==> src/rtl/mbx_pkg.sv <==
package mbx_pkg;
    // Registered state of the write arbiter
    typedef struct packed {
        logic busy;
    } arb_state_t;

    // Flag values used by the handshake
    localparam logic [7:0] MBX_READY = 8'hA5;
    localparam logic [7:0] MBX_IDLE  = 8'h00;
endpackage

==> src/rtl/mbx_arbiter.sv <==
module mbx_arbiter #(
    parameter int ADDR_W = 6
) (
    input  logic              clk,
    input  logic              rst_n,
    input  logic              h_wr,
    input  logic [ADDR_W-1:0] h_addr,
    input  logic              c_wr,
    input  logic [ADDR_W-1:0] c_addr,
    output logic              h_we,
    output logic              c_we,
    output logic              busy
);
    import mbx_pkg::*;

    arb_state_t st_d, st_q;
    logic       clash;

    always_comb begin
        clash      = h_wr && c_wr && (h_addr == c_addr);
        h_we       = h_wr;
        c_we       = c_wr && !clash;
        st_d       = st_q;
        st_d.busy  = clash;
    end

    always_ff @(posedge clk) begin
        if (!rst_n) st_q <= '0;
        else        st_q <= st_d;
    end

    assign busy = st_q.busy;


    busy_after_clash_chk: assert property (@(posedge clk) disable iff (!rst_n)
        (h_wr && c_wr && h_addr == c_addr) |=> busy);

    no_busy_without_clash_chk: assert property (@(posedge clk) disable iff (!rst_n)
        !(h_wr && c_wr && h_addr == c_addr) |=> !busy);
endmodule

==> src/rtl/mbx_store.sv <==
module mbx_store #(
    parameter int ADDR_W  = 6,
    parameter int DATA_W  = 8,
    parameter int FLAG_A  = 32,
    parameter int FLAG_B  = 0
) (
    input  logic                   clk,
    input  logic                   rst_n,
    input  logic                   h_we,
    input  logic                   h_rd,
    input  logic [ADDR_W-1:0]      h_addr,
    input  logic [DATA_W-1:0]      h_wdata,
    output logic [DATA_W-1:0]      h_rdata,
    input  logic                   c_we,
    input  logic                   c_rd,
    input  logic [ADDR_W-1:0]      c_addr,
    input  logic [DATA_W-1:0]      c_wdata,
    output logic [DATA_W-1:0]      c_rdata,
    output logic [1:0][DATA_W-1:0] flag_bytes
);
    localparam int DEPTH = 1 << ADDR_W;
    localparam int FLAG_ADDR [2] = '{FLAG_A, FLAG_B};

    typedef struct packed {
        logic [DEPTH-1:0][DATA_W-1:0] mem;
        logic [DATA_W-1:0]            rd_h;
        logic [DATA_W-1:0]            rd_c;
    } store_t;

    store_t st_d, st_q;

    always_comb begin
        st_d = st_q;
        // reads sample the old contents: read-before-write
        if (h_rd) st_d.rd_h = st_q.mem[h_addr];
        if (c_rd) st_d.rd_c = st_q.mem[c_addr];
        if (c_we) st_d.mem[c_addr] = c_wdata;
        // host written last so it wins any overlap
        if (h_we) st_d.mem[h_addr] = h_wdata;
    end

    always_ff @(posedge clk) begin
        if (!rst_n) st_q <= '0;
        else        st_q <= st_d;
    end

    assign h_rdata = st_q.rd_h;
    assign c_rdata = st_q.rd_c;

    for (genvar g = 0; g < 2; g++) begin : g_flag
        assign flag_bytes[g] = st_q.mem[FLAG_ADDR[g]];
    end


    host_read_latency_chk: assert property (@(posedge clk) disable iff (!rst_n)
        h_rd |=> h_rdata == $past(st_q.mem[h_addr]));

    ctl_read_old_chk: assert property (@(posedge clk) disable iff (!rst_n)
        (c_rd && h_we && c_addr == h_addr) |=> c_rdata == $past(st_q.mem[c_addr]));

    no_dual_write_chk: assert property (@(posedge clk) disable iff (!rst_n)
        (h_we && c_we) |-> h_addr != c_addr);

    host_hold_chk: assert property (@(posedge clk) disable iff (!rst_n)
        !h_rd |=> $stable(h_rdata));

    ctl_hold_chk: assert property (@(posedge clk) disable iff (!rst_n)
        !c_rd |=> $stable(c_rdata));
endmodule

==> src/rtl/mbx_flag_mon.sv <==
module mbx_flag_mon #(
    parameter int               DATA_W = 8,
    parameter logic [DATA_W-1:0] READY  = 8'hA5
) (
    input  logic [DATA_W-1:0] flag,
    output logic              pending
);
    always_comb pending = (flag == READY);
endmodule

==> src/rtl/mbx_dualport.sv <==
module mbx_dualport #(
    parameter int ADDR_W  = 6,
    parameter int DATA_W  = 8,
    parameter int TX_BASE = 32,
    parameter int RX_BASE = 0
) (
    input  logic              clk,
    input  logic              rst_n,
    input  logic [ADDR_W-1:0] host_addr,
    input  logic [DATA_W-1:0] host_wdata,
    input  logic              host_wr,
    input  logic              host_rd,
    output logic [DATA_W-1:0] host_rdata,
    input  logic [ADDR_W-1:0] ctl_addr,
    input  logic [DATA_W-1:0] ctl_wdata,
    input  logic              ctl_wr,
    input  logic              ctl_rd,
    output logic [DATA_W-1:0] ctl_rdata,
    output logic              ctl_busy,
    output logic              tx_pending,
    output logic              rx_pending
);
    import mbx_pkg::*;

    localparam int TX_FLAG = TX_BASE;
    localparam int RX_FLAG = RX_BASE;

    logic                   h_we, c_we;
    logic [1:0][DATA_W-1:0] flags;
    logic [1:0]             pend;

    mbx_arbiter #(.ADDR_W(ADDR_W)) u_arb (
        .clk(clk), .rst_n(rst_n),
        .h_wr(host_wr), .h_addr(host_addr),
        .c_wr(ctl_wr),  .c_addr(ctl_addr),
        .h_we(h_we), .c_we(c_we), .busy(ctl_busy)
    );

    mbx_store #(.ADDR_W(ADDR_W), .DATA_W(DATA_W), .FLAG_A(TX_FLAG), .FLAG_B(RX_FLAG)) u_mem (
        .clk(clk), .rst_n(rst_n),
        .h_we(h_we), .h_rd(host_rd), .h_addr(host_addr), .h_wdata(host_wdata), .h_rdata(host_rdata),
        .c_we(c_we), .c_rd(ctl_rd),  .c_addr(ctl_addr),  .c_wdata(ctl_wdata),  .c_rdata(ctl_rdata),
        .flag_bytes(flags)
    );

    for (genvar g = 0; g < 2; g++) begin : g_mon
        mbx_flag_mon #(.DATA_W(DATA_W), .READY(DATA_W'(MBX_READY))) u_mon (
            .flag(flags[g]), .pending(pend[g])
        );
    end

    assign tx_pending = pend[0];
    assign rx_pending = pend[1];


    tx_set_chk: assert property (@(posedge clk) disable iff (!rst_n)
        (host_wr && host_addr == ADDR_W'(TX_FLAG) && host_wdata == DATA_W'(MBX_READY)) |=> tx_pending);

    rx_set_chk: assert property (@(posedge clk) disable iff (!rst_n)
        (ctl_wr && ctl_addr == ADDR_W'(RX_FLAG) && ctl_wdata == DATA_W'(MBX_READY)
         && !(host_wr && host_addr == ADDR_W'(RX_FLAG))) |=> rx_pending);

    tx_clear_chk: assert property (@(posedge clk) disable iff (!rst_n)
        (host_wr && host_addr == ADDR_W'(TX_FLAG) && host_wdata == DATA_W'(MBX_IDLE)) |=> !tx_pending);
endmodule

==> config.mk <==
export PLATFORM = sky130hd
export DESIGN_NAME = mbx_dualport
export DESIGN_NICKNAME = d
export VERILOG_FILES = /design/src/rtl/mbx_pkg.sv /design/src/rtl/mbx_arbiter.sv /design/src/rtl/mbx_store.sv /design/src/rtl/mbx_flag_mon.sv /design/src/rtl/mbx_dualport.sv
export SDC_FILE = /design/constraint.sdc
export NUM_CORES = 2
export LEC_CHECK = 0
export BUFFER_PORTS_ARGS = -buffer_cell sky130_fd_sc_hd__buf_2
export CAP_MARGIN = 20
export CORE_ASPECT_RATIO = 1.4
export CORE_MARGIN = 10
export CORE_UTILIZATION = 45
export DETAILED_ROUTE_END_ITERATION = 16
export SYNTH_ARGS = -nofsm -noshare
export SYNTH_HDL_FRONTEND = slang
export SYNTH_SLANG_ARGS = --single-unit
==> constraint.sdc <==
create_clock -name clk -period 3.1 [get_ports clk]
set_input_delay 0 -clock clk [delete_from_list [all_inputs] [get_ports clk]]
set_output_delay 0 -clock clk [all_outputs]
set_load 0.05 [all_outputs]
Yosys cells after proc, flatten, opt, wreduce, memory -nomap -nowiden
Index checks and enable logic that the tools add are counted.
{ "op_classes": {"n_lt_le_gt_ge": 4, "eq_ne": 3, "n_mux": 12, "reduce_logical": 6} }
{ "op_table": {"columns": ["operator", "n"], "rows": [
  ["512-bit bitwise mux", 2],
  ["512-bit 2-to-1 mux", 2],
  ["8-bit binary-select mux with 6-bit select", 2],
  ["8-bit demux with 6-bit select", 2],
  ["8-bit 2-to-1 mux", 4],
  ["8-bit == test (second input constant)", 2],
  ["6-bit by 7-bit less-than comparator with 1-bit output (second input constant)", 2],
  ["6-bit by 1-bit >= comparator with 1-bit output (second input constant)", 2],
  ["6-bit == test", 1],
  ["1-bit logical AND", 5],
  ["1-bit zero test", 1]
]} }
{ "totals": {"register_bits": 529, "input_bits": 34, "out_inout_bits": 19, "elab_cells": 92} }

Longest topological paths before layout
{ "depth": {"ltp_word": 8, "ltp_mapped": 10, "mapped_depth_nobuf": 6} }

By module
A second synthesis with hierarchy kept.
{ "unflattened": {"hier_cells": 3794, "hier_area_um2": 32776.4} }
{ "modules_own_cells": {"columns": ["mod", "seq_area_each_um2", "cells_per_inst", "area_each_um2", "instances"], "rows": [
  ["mbx_store", 10570.1, 3775, 32608.8, 1],
  ["mbx_arbiter", 20.0, 13, 115.1, 1],
  ["mbx_flag_mon", 0.0, 3, 26.3, 2]
]} }

Worst setup path after synthesis
Ideal clock, no wire load.
{ "synth_path": {"path_type": "register to output", "start": "reg u_mem.st_q (netlist bit u_mem.flag_bytes[1])", "end": "out tx_pending", "slack_ps": 1134, "required_time_ps": 3100, "t_arrival_ps": 1966, "stages_incl_launch_ff": 3, "n_path_buf": 0, "cell_sequence": "dfxtp_1 nand4b_1 nor4_1"} }
{ "synth_via": {"elab_chain_len": 1} }
{ "synth_rtl": {"columns": ["element", "line_no", "text"], "rows": [
  ["from (decl)", "mbx_store.sv:30", "store_t st_d, st_q;"],
  ["from (signal assigned)", "mbx_store.sv:44", "else st_q <= st_d;"],
  ["8-bit == test", "mbx_flag_mon.sv:8", "always_comb pending = (flag == READY);"],
  ["to (decl)", "mbx_dualport.sv:20", "output logic tx_pending,"]
]} }
No other way between the ends.

Worst setup path in the final report
{ "layout_path": {"start": "in ctl_addr[1]", "end": "reg u_mem.st_q (netlist bit u_mem.c_rdata[4])"} }
{ "layout_via": {"elab_chain_len": 2} }
{ "layout_rtl": {"columns": ["element", "line_no", "text"], "rows": [
  ["from (decl)", "mbx_dualport.sv:14", "input logic [ADDR_W-1:0] ctl_addr,"],
  ["8-bit binary-select mux with 6-bit select", "mbx_store.sv:36", "if (c_rd) st_d.rd_c = st_q.mem[c_addr];"],
  ["8-bit 2-to-1 mux (implied by the code)", "mbx_store.sv:36", null]
]} }
No other way between the ends. The select of a mux whose other input is x is not followed.
A chain may end at the register's enable or synchronous reset.

==> reports/summary.txt <==
Via Count: 32050
Die height: 334.9 µm
Resize count post-CTS: 0
Compound-cell area share of the yosys netlist: 0.2343
Post-Syn Instances: 3719
Slowest cell delay on critical path: 580 ps
#FFs+latches synth: 529
Routed WL per cell: 32.78 µm
Synthesized area per cell: 8.570 µm²
CP max stage cell: dlygate4sd3_1
Fraction of layout cells with a size suffix above 1: 0.1669
Min Hold Slack: 45.53 ps
Crit end category: flop
Worst-Skew Late Latency: 670 ps
Post-synthesis xor/xnor area fraction: 0.001649
Layout Nets: 3635
Max clock buf depth: 3
Initial antenna violation count: 7
Worst slew pin tran: 1156 ps
Max Clk Rate: 340.7 MHz
Worst-path maximum fanout: 36
DRT Pass-1 Iters: 6
Max_cap viols: 0
DRC violation count after routing: 0
Post-Synthesis Cell Area: 31870 µm²
Synth top cells by count: 556 x o21ai_0, 529 x dfxtp_1, 395 x nand2_1, 374 x mux2i_1, 299 x a21oi_1
Core box area: 70220 µm²
Chip Width: 244.9 µm
Worst path most repeated cell: buf_4
Tmin final: 2935 ps
Crit path arrival time: 3490 ps
FFs w/ async S/R, synth: 0
Number of buffers created by CTS: 55
Setup TNS: 0 ps
# IOs: 53
P_leak: 12.51 nW
EDFF count, synth: 0
RSZ-0062 raised after global routing: no
Synth Area in Simple Gates: 0.1304
CP Class: in2reg
Gpl congestion: 1.053
CTS sink cnt: 529
Dpl hpwl: 99310 µm
CTS tree: yes
CP Data Required Time: 3650 ps
Slew Viols, Final: 0
Slew margin rel.: 0.2277
Setup crit start kind: input port
Hold Fails Final Rpt: 0
Synthesis warning total: 0
Fin Clk Skew: 29.66 ps
Mux cell area share after synthesis: 0.2454
Hold Path Class: in2reg
Initial core utilization: 0.4539
Synth Area in Adders: 0
Largest net degree at the start of global routing: 115
First-pass GRT wire length: 214200 µm
Clock-pin slew on the worst setup and hold paths: 70 ps
Max rail drop VDD: 0.3968 mV
Pwr/cell area: 460.6 nW/µm²
Count of standard-cell rows: 115
Sequential fraction of the synthesis area: 0.3323
Layout area overhead: 10.88%
Vias per cell: 6.991
Most common cell in the synthesized netlist: o21ai_0
GR Util All Layers: 0.3532
Synth Net Count: 3753
Die area: 82020 µm²
Grt ovf: 0
DP Area: 33290 µm²
Final ANT Viol Nets: 0
Cell Chain, Critical Path: buf_4 -> buf_4 -> nor2b_2 -> buf_4 -> a22oi_1 -> o22ai_1 -> a221o_1 -> a311oi_1 -> a31oi_1 -> dlygate4sd3_1
DR iter-0 viols: 4778
CTS root buf: clkbuf_16
Number of port buffers: 52
Largest family of logic cells by synthesized area: multiplexers
Top cell type's share of synthesized area: 0.3323
Most used flip-flop cell after synthesis: dfxtp_1
Area contributors post-synth: dfxtp_1 33%, mux2i_1 12%, mux4_2 11%, o21ai_0 8.7%, a21oi_1 4.7%
Finished Cell Area: 35340 µm²
Run status: complete, no violations
Final setup fails: 0
Wirelength, routed: 150200 µm
Number of global-route vias before repair: 29160
Area leader, netlist: dfxtp_1
H-tree Lvls: 2
Fill count: 6711
Final worst-path cycle share: 0.9467
Synth unique cells: 61
-- layout by cell type, fill, tap and decap left out, types with 47 or more instances in the layout --
cell | Yosys | final
a21oi_1 | 299 | 299
a221oi_1 | 57 | 57
a31oi_1 | 161 | 161
buf_4 | 22 | 146
clkbuf_16 | 0 | 56
dfxtp_1 | 529 | 529
mux2i_1 | 374 | 374
mux4_2 | 158 | 158
nand2_1 | 395 | 395
nor2_1 | 189 | 187
nor3_1 | 213 | 212
o21ai_0 | 556 | 556
o22ai_1 | 51 | 51
or2_2 | 47 | 47
-- final timing paths --
check | from | end | slack [ps] | cells past startpoint
worst min register to register | u_mem.st_q[326]$_SDFF_PN0_ | u_mem.st_q[326]$_SDFF_PN0_ | 490 | 2
worst max-delay path | ctl_addr[1] | u_mem.c_rdata[4]$_SDFFE_PN0P_ | 170 | 10
worst min-delay path | host_wdata[3] | u_mem.st_q[339]$_SDFF_PN0_ | 50 | 3
worst max register to register | u_mem.st_q[324]$_SDFF_PN0_ | u_mem.c_rdata[4]$_SDFFE_PN0P_ | 220 | 6
-- metal layers --
layer	global-route usage	routed length [µm]	part of all wire	vias up
li1	-	-	-	13640
met1	0.4220	53050	0.35	15360
met2	0.5355	65340	0.43	2344
met3	0.08665	17140	0.11	696
met4	0.2813	14680	0.098	6
met5	0	39	0.00026	-
-- worst max-delay path, delay by kind of cell --
family,cells,cell delay [ps]
buffers and inverters,4,1560
and+or+nand+nor,1,70
AOI/OAI and AO/OA,5,1800
-- metrics by stage --
| stage | power (mW) | worst slack, ps | util | instances |
|---|---|---|---|---|
| final | 16.28 | 165.1 | 0.5033 | 4584 |
| after CTS | 16.18 | 370.9 | 0.5031 | 4579 |
| after detailed placement | 9.088 | 241.9 | 0.4740 | 4465 |
| after global placement | 9.074 | 260.3 | 0.4740 | 4465 |
| after global routing | 16.59 | 282.3 | 0.5031 | 4579 |
| after floorplan | 8.258 | 1134 | - | 3719 |
-- sequential cells by signal, indices dropped and copies added (netlist names) --
| register | count |
|---|---|
| u_mem.st_q | 496 |
| u_mem.flag_bytes | 16 |
| u_mem.c_rdata | 8 |
| u_mem.h_rdata | 8 |
| u_arb.busy | 1 |
-- final cells by class --
type	count	area [µm²]	share of cell area
Clock buffer	77	1580	0.04472
Clock inverter	22	311.5	0.008816
Tap cell	936	1171	0.03314
Multi-Input combinational cell	2771	19530	0.5525
Sequential cell	529	10590	0.2997
Timing Repair Buffer	240	2133	0.06036
Antenna cell	5	12.51	0.0003540
Inverter	4	15.01	0.0004249
-- logic make-up (layout without fill, tap and decap cells) --
logic type / count (synthesis) / count (layout)
other: 0 / 5
XOR/XNOR: 6 / 6
buffers and inverters: 419 / 343
flip-flops: 529 / 529
multiplexers: 578 / 578
AND/OR/NAND/NOR: 934 / 934
AO/OA/AOI/OAI: 1253 / 1253
-- power breakdown --
part | leakage [nW] | internal (mW) | switching (mW)
combinational | 7.31 | 0.607 | 1.46
sequential | 4.27 | 6.89 | 0.109
clock | 0.931 | 4.13 | 3.09
total | 12.5 | 11.6 | 4.65
-- what timing repair did --
action | 4_1_cts | 5_1_grt
hold buffers | 15 | 0
hold endpoints to repair | 293 | 0
buffers inserted | 0 | 0
(Power assumes the default switching activity.)
